`src/rtl/orc_pkg.sv`:
```
package orc_pkg;
   // Modulator headroom threshold: FS plus FS/32 (about 3.1 %), shift only.
   function automatic int mod_limit(input int fs);
      return fs + (fs >>> 5);
   endfunction
endpackage

```
`src/rtl/orc_clip.sv`:
```
module orc_clip #(
   parameter int W   = 18,
   parameter int LIM = 32767
) (
   input  logic                clk,
   input  logic                rst_n,
   input  logic                in_vld,
   input  logic signed [W-1:0] in_dat,
   output logic                out_vld,
   output logic signed [W-1:0] out_dat,
   output logic                trip
);
   localparam logic signed [W:0] POS_L = (W+1)'(LIM);
   localparam logic signed [W:0] NEG_L = -POS_L;

   generate
      if (LIM <= 0 || LIM >= 2**(W-1)) begin : g_bad_lim
         $error("orc_clip: LIM must be positive and fit in W-1 bits");
      end
   endgenerate

   logic signed [W:0]   ext;
   logic                above;
   logic                below;
   logic signed [W-1:0] sat;

   always_comb begin
      ext   = {in_dat[W-1], in_dat};
      above = ext > POS_L;
      below = ext < NEG_L;
      if (above)      sat = POS_L[W-1:0];
      else if (below) sat = NEG_L[W-1:0];
      else            sat = in_dat;
   end

   always_ff @(posedge clk or negedge rst_n) begin
      if (!rst_n) begin
         out_vld <= 1'b0;
         out_dat <= '0;
         trip    <= 1'b0;
      end else begin
         out_vld <= in_vld;
         trip    <= in_vld & (above | below);
         if (in_vld) out_dat <= sat;
      end
   end
endmodule

```
`src/rtl/orc_delay.sv`:
```
module orc_delay #(
   parameter int DEPTH = 3
) (
   input  logic clk,
   input  logic rst_n,
   input  logic d,
   output logic q
);
   generate
      if (DEPTH < 0) begin : g_bad_depth
         $error("orc_delay: DEPTH must not be negative");
      end
      if (DEPTH == 0) begin : g_wire
         assign q = d;
      end else begin : g_pipe
         logic [DEPTH-1:0] stg;
         always_ff @(posedge clk or negedge rst_n) begin
            if (!rst_n) stg <= '0;
            else        stg <= {stg[DEPTH-2 >= 0 ? DEPTH-2 : 0:0], d} >> (DEPTH == 1 ? 0 : 0);
         end
         assign q = stg[DEPTH-1];
      end
   endgenerate
endmodule

```
`src/rtl/overrange_clip_pair.sv`:
```
module overrange_clip_pair #(
   parameter int MOD_W   = 18,
   parameter int FLT_W   = 18,
   parameter int FS      = 32767,
   parameter int MOD_DLY = 4
) (
   input  logic                    clk,
   input  logic                    rst_n,
   input  logic                    mod_vld,
   input  logic signed [MOD_W-1:0] mod_dat,
   input  logic                    flt_vld,
   input  logic signed [FLT_W-1:0] flt_dat,
   output logic                    mod_clip_vld,
   output logic signed [MOD_W-1:0] mod_clip,
   output logic                    flt_clip_vld,
   output logic signed [FLT_W-1:0] flt_clip,
   output logic                    ovr_flag
);
   localparam int MOD_LIM = orc_pkg::mod_limit(FS);
   localparam int EXTRA   = MOD_DLY - 1;

   generate
      if (MOD_DLY < 1) begin : g_bad_dly
         $error("overrange_clip_pair: MOD_DLY must be at least 1");
      end
      if (MOD_LIM >= 2**(MOD_W-1)) begin : g_bad_modw
         $error("overrange_clip_pair: MOD_W too narrow for headroom limit");
      end
   endgenerate

   logic mod_trip;
   logic flt_trip;
   logic mod_trip_late;

   orc_clip #(.W(MOD_W), .LIM(MOD_LIM)) u_mod_clip (
      .clk(clk), .rst_n(rst_n), .in_vld(mod_vld), .in_dat(mod_dat),
      .out_vld(mod_clip_vld), .out_dat(mod_clip), .trip(mod_trip));

   orc_clip #(.W(FLT_W), .LIM(FS)) u_flt_clip (
      .clk(clk), .rst_n(rst_n), .in_vld(flt_vld), .in_dat(flt_dat),
      .out_vld(flt_clip_vld), .out_dat(flt_clip), .trip(flt_trip));

   orc_delay #(.DEPTH(EXTRA)) u_mod_dly (
      .clk(clk), .rst_n(rst_n), .d(mod_trip), .q(mod_trip_late));

   // Half-cycle stage: flag settles while clock is low.
   always_ff @(negedge clk or negedge rst_n) begin
      if (!rst_n) ovr_flag <= 1'b0;
      else        ovr_flag <= mod_trip_late | flt_trip;
   end
endmodule

```
`config.mk`:
```
export PLATFORM = sky130hd
export DESIGN_NAME = overrange_clip_pair
export DESIGN_NICKNAME = d
export VERILOG_FILES = /design/src/rtl/orc_pkg.sv /design/src/rtl/orc_clip.sv /design/src/rtl/orc_delay.sv /design/src/rtl/overrange_clip_pair.sv
export SDC_FILE = /design/constraint.sdc
export NUM_CORES = 1
export LEC_CHECK = 0
export ABC_AREA = 0
export BUFFER_PORTS_ARGS = -buffer_cell sky130_fd_sc_hd__buf_2
export CAP_MARGIN = 20
export CORE_MARGIN = 8
export CORE_UTILIZATION = 34
export CTS_CLUSTER_DIAMETER = 150
export DETAILED_ROUTE_END_ITERATION = 10
export HOLD_SLACK_MARGIN = 0.03
export MAX_ROUTING_LAYER = met4
export PLACE_DENSITY = 0.72
export SETUP_SLACK_MARGIN = 0.02
export SLEW_MARGIN = 15
export SYNTH_ARGS = -nofsm -noshare
export SYNTH_HDL_FRONTEND = slang
export SYNTH_SLANG_ARGS = --single-unit
```
`constraint.sdc`:
```
create_clock -name clk -period 1 [get_ports clk]
set_input_delay 0.05 -clock clk [delete_from_list [all_inputs] [get_ports clk]]
set_output_delay 0.05 -clock clk [all_outputs]
set_load 0.01 [all_outputs]
```
# Word-level counts from Yosys, hierarchy flattened
# Cells that the tools add are included.
# totals
output_inout_bits	39
ff_bits	44
input_bits	40
romBits	0
ramBits	0
latch_bits	0
elab_cells	21
mem_count	0
# classes
multipliers	0
addsub	0
mux	4
magnitude_cmp	4
n_div	0
shifts	0
n_reduce_logical	0
bitwise	5
n_eq_ne	0
# op_table
op	count
two-way mux 18 bit	4
greater-than comparator 18 x 16 -> 1 bit (second input constant)	1
greater-than comparator 18 x 17 -> 1 bit (second input constant)	1
less-than comparator 18 x 16 -> 1 bit (second input constant)	1
less-than comparator 18 x 17 -> 1 bit (second input constant)	1
bitwise OR 1 bit	3
AND 1 bit	2

# Logic depth before layout (Yosys ltp)
# depth
word_depth	3
ltp_mapped	10
ltp_nobuf	8

# Cells and area by module
# Synthesis repeated with hierarchy kept, for this count alone.
# unflattened
cells_unflattened	182
area_unflattened_um2	2019.4
# modules_own_cells
module	n_inst	seq_area_each_um2	cells_each	area_per_inst_um2
orc_clip at u_mod_clip	1	500.5	103	1019.7
orc_clip at u_flt_clip	1	500.5	74	893.4
orc_delay	1	75.1	3	75.1
overrange_clip_pair	1	25.0	2	31.3

==> results.yml <==
setup_path:
  ff2ff_path_depth: 1
  cp.required_ns: 0.95
  r2r-end: "ovr_flag"
  r2r-start: "u_flt_clip.trip"
  arrival_ns: 1.29
  critPathBufInv: 1
  crit_family: "flip-flops"
  r2r_slack_ns: -0.24
  slowest_stage: "dfrtn_1"
  start_kind: "register"
  crit_chain: "buf_6"
  crit_type: "reg2out"
  startpoint: "ovr_flag"
  crit_path_max_incr_delay_ns: 0.40
  endpoint_kind: "output port"
  worstPathMaxFanout: 1
global_route:
  grt_start_max_net_pins: 44
  first_global_vias: 2055
  grt_antenna_before_repair: 0
  gr-usage-all-layers_pct: 15.2
  grt_remaining_overflow: 0
  grt_pass1_wl_um: 10200
die:
  pin_count: 79
  rows: 27
  start_util_pct: 35.5
  die-width_um: 92.3
  core_area_um2: 5570
  die_area_um2: 8510
  die_h_um: 92.3
sta:
  maxSlewHeadroom_pct: 69.2
  max_freq_mhz: 745
  skew_ns: 0.00525
  period_share_pct: 134
  hold_ws_ns: 0.105
  period_minus_slack_ns: 1.34
  fin_ws_ns: -0.343
  drv_slew: 0
  hold_viol: 0
  rsz0062_at_grt: "true"
  worst-slew-pin-transition_ns: 0.460
  setup_viol: 39
clock_tree:
  cts_made_buffers: 5
  ctsLongestPathBuffers: 2
  cts.sinks: 44
  worstSkewPairLatency_ns: 0.29
  htreeDepth: 2
  cts_tree: "built"
  root_buffer: "clkbuf_8"
  clkSlewWorstSetupHoldPaths_ns: 0.08
yosys:
  synth_area_um2: 1980
  yosys.cell_types.count: 32
  ys_ff_latch: 44
  avgSynthCellArea_um2: 10.9
  syn_nets: 224
  ys_warn_count: 0
  synth_edf_count: 0
  synth_seq_area_share_pct: 55.7
  synthCells: 182
  synth_flop_cell: "dfrtp_1"
  synthArstFlopShare_pct: 100
cells_and_area:
  area_growth_pct: 67.0
  multi_input_area_um2: 1130
  diodes: 0
  drive_above_1_share_pct: 56.8
  nets: 342
  fin_cells: 373
  fillerInstances: 442
  ff_latch_area_um2: 1100
route:
  postRouteAntennaNets: 0
  totalWireLength_um: 6320
  wl_per_cell_um: 17.0
  num_vias: 1897
  vias_per_cell: 5.09
  drt_iter0_markers: 30
  drcViolationCount: 0
  firstDrtPassIters: 4
hold_path:
  hp-start: "mod_vld"
  hp-class: "in2reg"
  hold-path-endpoint: "u_mod_clip.trip"
  holdPathStages: 2
pwr:
  leakagePower_uw: 0.00152
  pwr_density_cell_nw_per_um2: 1340
  peakVddDrop_mv: 0.688
placement:
  gp_congestion: 0.798
  dp_cells: 359
  portBuffers: 78
  dp_hpwl_um: 4150
outcome:
  status: "finished, violations left"
  violations: "setup timing"
flow_run:
  maxCapViolCount: 0
[cells in the final DEF (no fill, tap or decap), types with 4 or more instances in the layout]
cell type / synthesis / layout
a31oi_1: 10 / 6
a31oi_4: 0 / 4
buf_2: 1 / 67
buf_4: 0 / 33
buf_6: 1 / 15
clkbuf_8: 0 / 5
dfrtp_1: 43 / 43
inv_1: 12 / 12
nand2_1: 4 / 4
nand2b_4: 1 / 10
nand4_1: 4 / 4
nor2_1: 15 / 13
nor2b_1: 16 / 6
nor2b_4: 0 / 9
nor3_2: 2 / 4
nor4_4: 1 / 5
o211ai_1: 6 / 6
o22a_1: 15 / 15
o22ai_1: 9 / 8
[cell usage after synthesis (all sizes together) (2+ instances only)]
cell type  number  area [µm²]
a31oi          10        62.6
buf             2        16.3
clkbuf          9        33.8
dfrtp          43        1080
ha              2        25.0
inv            12        45.0
mux2            2        22.5
nand2           4        15.0
nand2b         10        70.1
nand3           2        10.0
nand4           4        25.0
nor2           15        56.3
nor2b          16         100
nor3            5        35.0
nor4            6        52.6
o211ai          6        45.0
o22a           15         131
o22ai           9        56.3
or2             2        12.5
[cells by family after synthesis]
logic type	count (synthesis)	synth area share, %
buffers and inverters	23	4.81
adders and majority gates	2	1.26
AOI/OAI and AO/OA	46	17.7
and+or+nand+nor	65	19.4
muxes	2	1.14
DFF	44	55.7
[cell type report]
| class | count | share of cell area [%] |
|---|---|---|
| tap | 72 | 2.73 |
| multi-input combinational | 115 | 34.2 |
| clock buffer | 7 | 2.31 |
| timing repair buffer | 122 | 25.9 |
| inverter | 12 | 1.36 |
| clock inverter | 1 | 0.152 |
| sequential | 44 | 33.3 |
[power by group]
group          leakage (µW)  internal (µW)  switching (µW)
logic              0.000971            661             628
clock network     0.0000422            491             579
registers          0.000507           1970             100
[stage by stage]
stage / TNS (ns) / utilization, % / power, µW / instance area [µm²] / setup WS, ns
3_3_place_gp: -18.77 / 49.7 / 3070 / 2770 / -0.569
6_report: -8.45 / 59.3 / 4430 / 3300 / -0.343
2_1_floorplan: -9.57 / - / 2560 / 2060 / -0.564
5_1_grt: -12.05 / 59.3 / 4650 / 3300 / -0.430
3_5_place_dp: -19.81 / 49.7 / 3090 / 2770 / -0.621
4_1_cts: -6.43 / 56.9 / 4380 / 3170 / -0.356
[state kept, by name, summed over array words and instances (netlist names)]
register / cells
u_flt_clip.out_dat: 18
u_mod_clip.out_dat: 18
u_mod_dly.g_pipe.stg: 3
ovr_flag: 1
u_flt_clip.out_vld: 1
u_flt_clip.trip: 1
u_mod_clip.out_vld: 1
u_mod_clip.trip: 1
[per-layer routing]
metal | vias to the layer above | GRT usage, % | wire [µm]
li1 | 888 | - | -
met1 | 932 | 18.6 | 2800
met2 | 70 | 24.0 | 3090
met3 | 7 | 3.91 | 364
met4 | 0 | 4.30 | 65
met5 | - | - | 0
[worst max path at each step]
stage / endpoint / depth (start not counted)
floorplan: u_mod_clip.out_dat[1] / 9
global placement: u_mod_clip.out_dat[13] / 9
detailed placement: u_mod_clip.out_dat[10] / 9
CTS: ovr_flag / 1
global route: u_mod_clip.out_dat[1] / 8
finish: ovr_flag / 1
[what timing repair did]
action                     4_1_cts  5_1_grt
hold buffers                     3        0
setup endpoints to repair       39       39
resized for setup               43       28
hold endpoints to repair        46        0
setup buffers                    3        0
pin swaps                       15       13
cloned                           2        0
No activity file was read; power rests on OpenSTA's default activity.
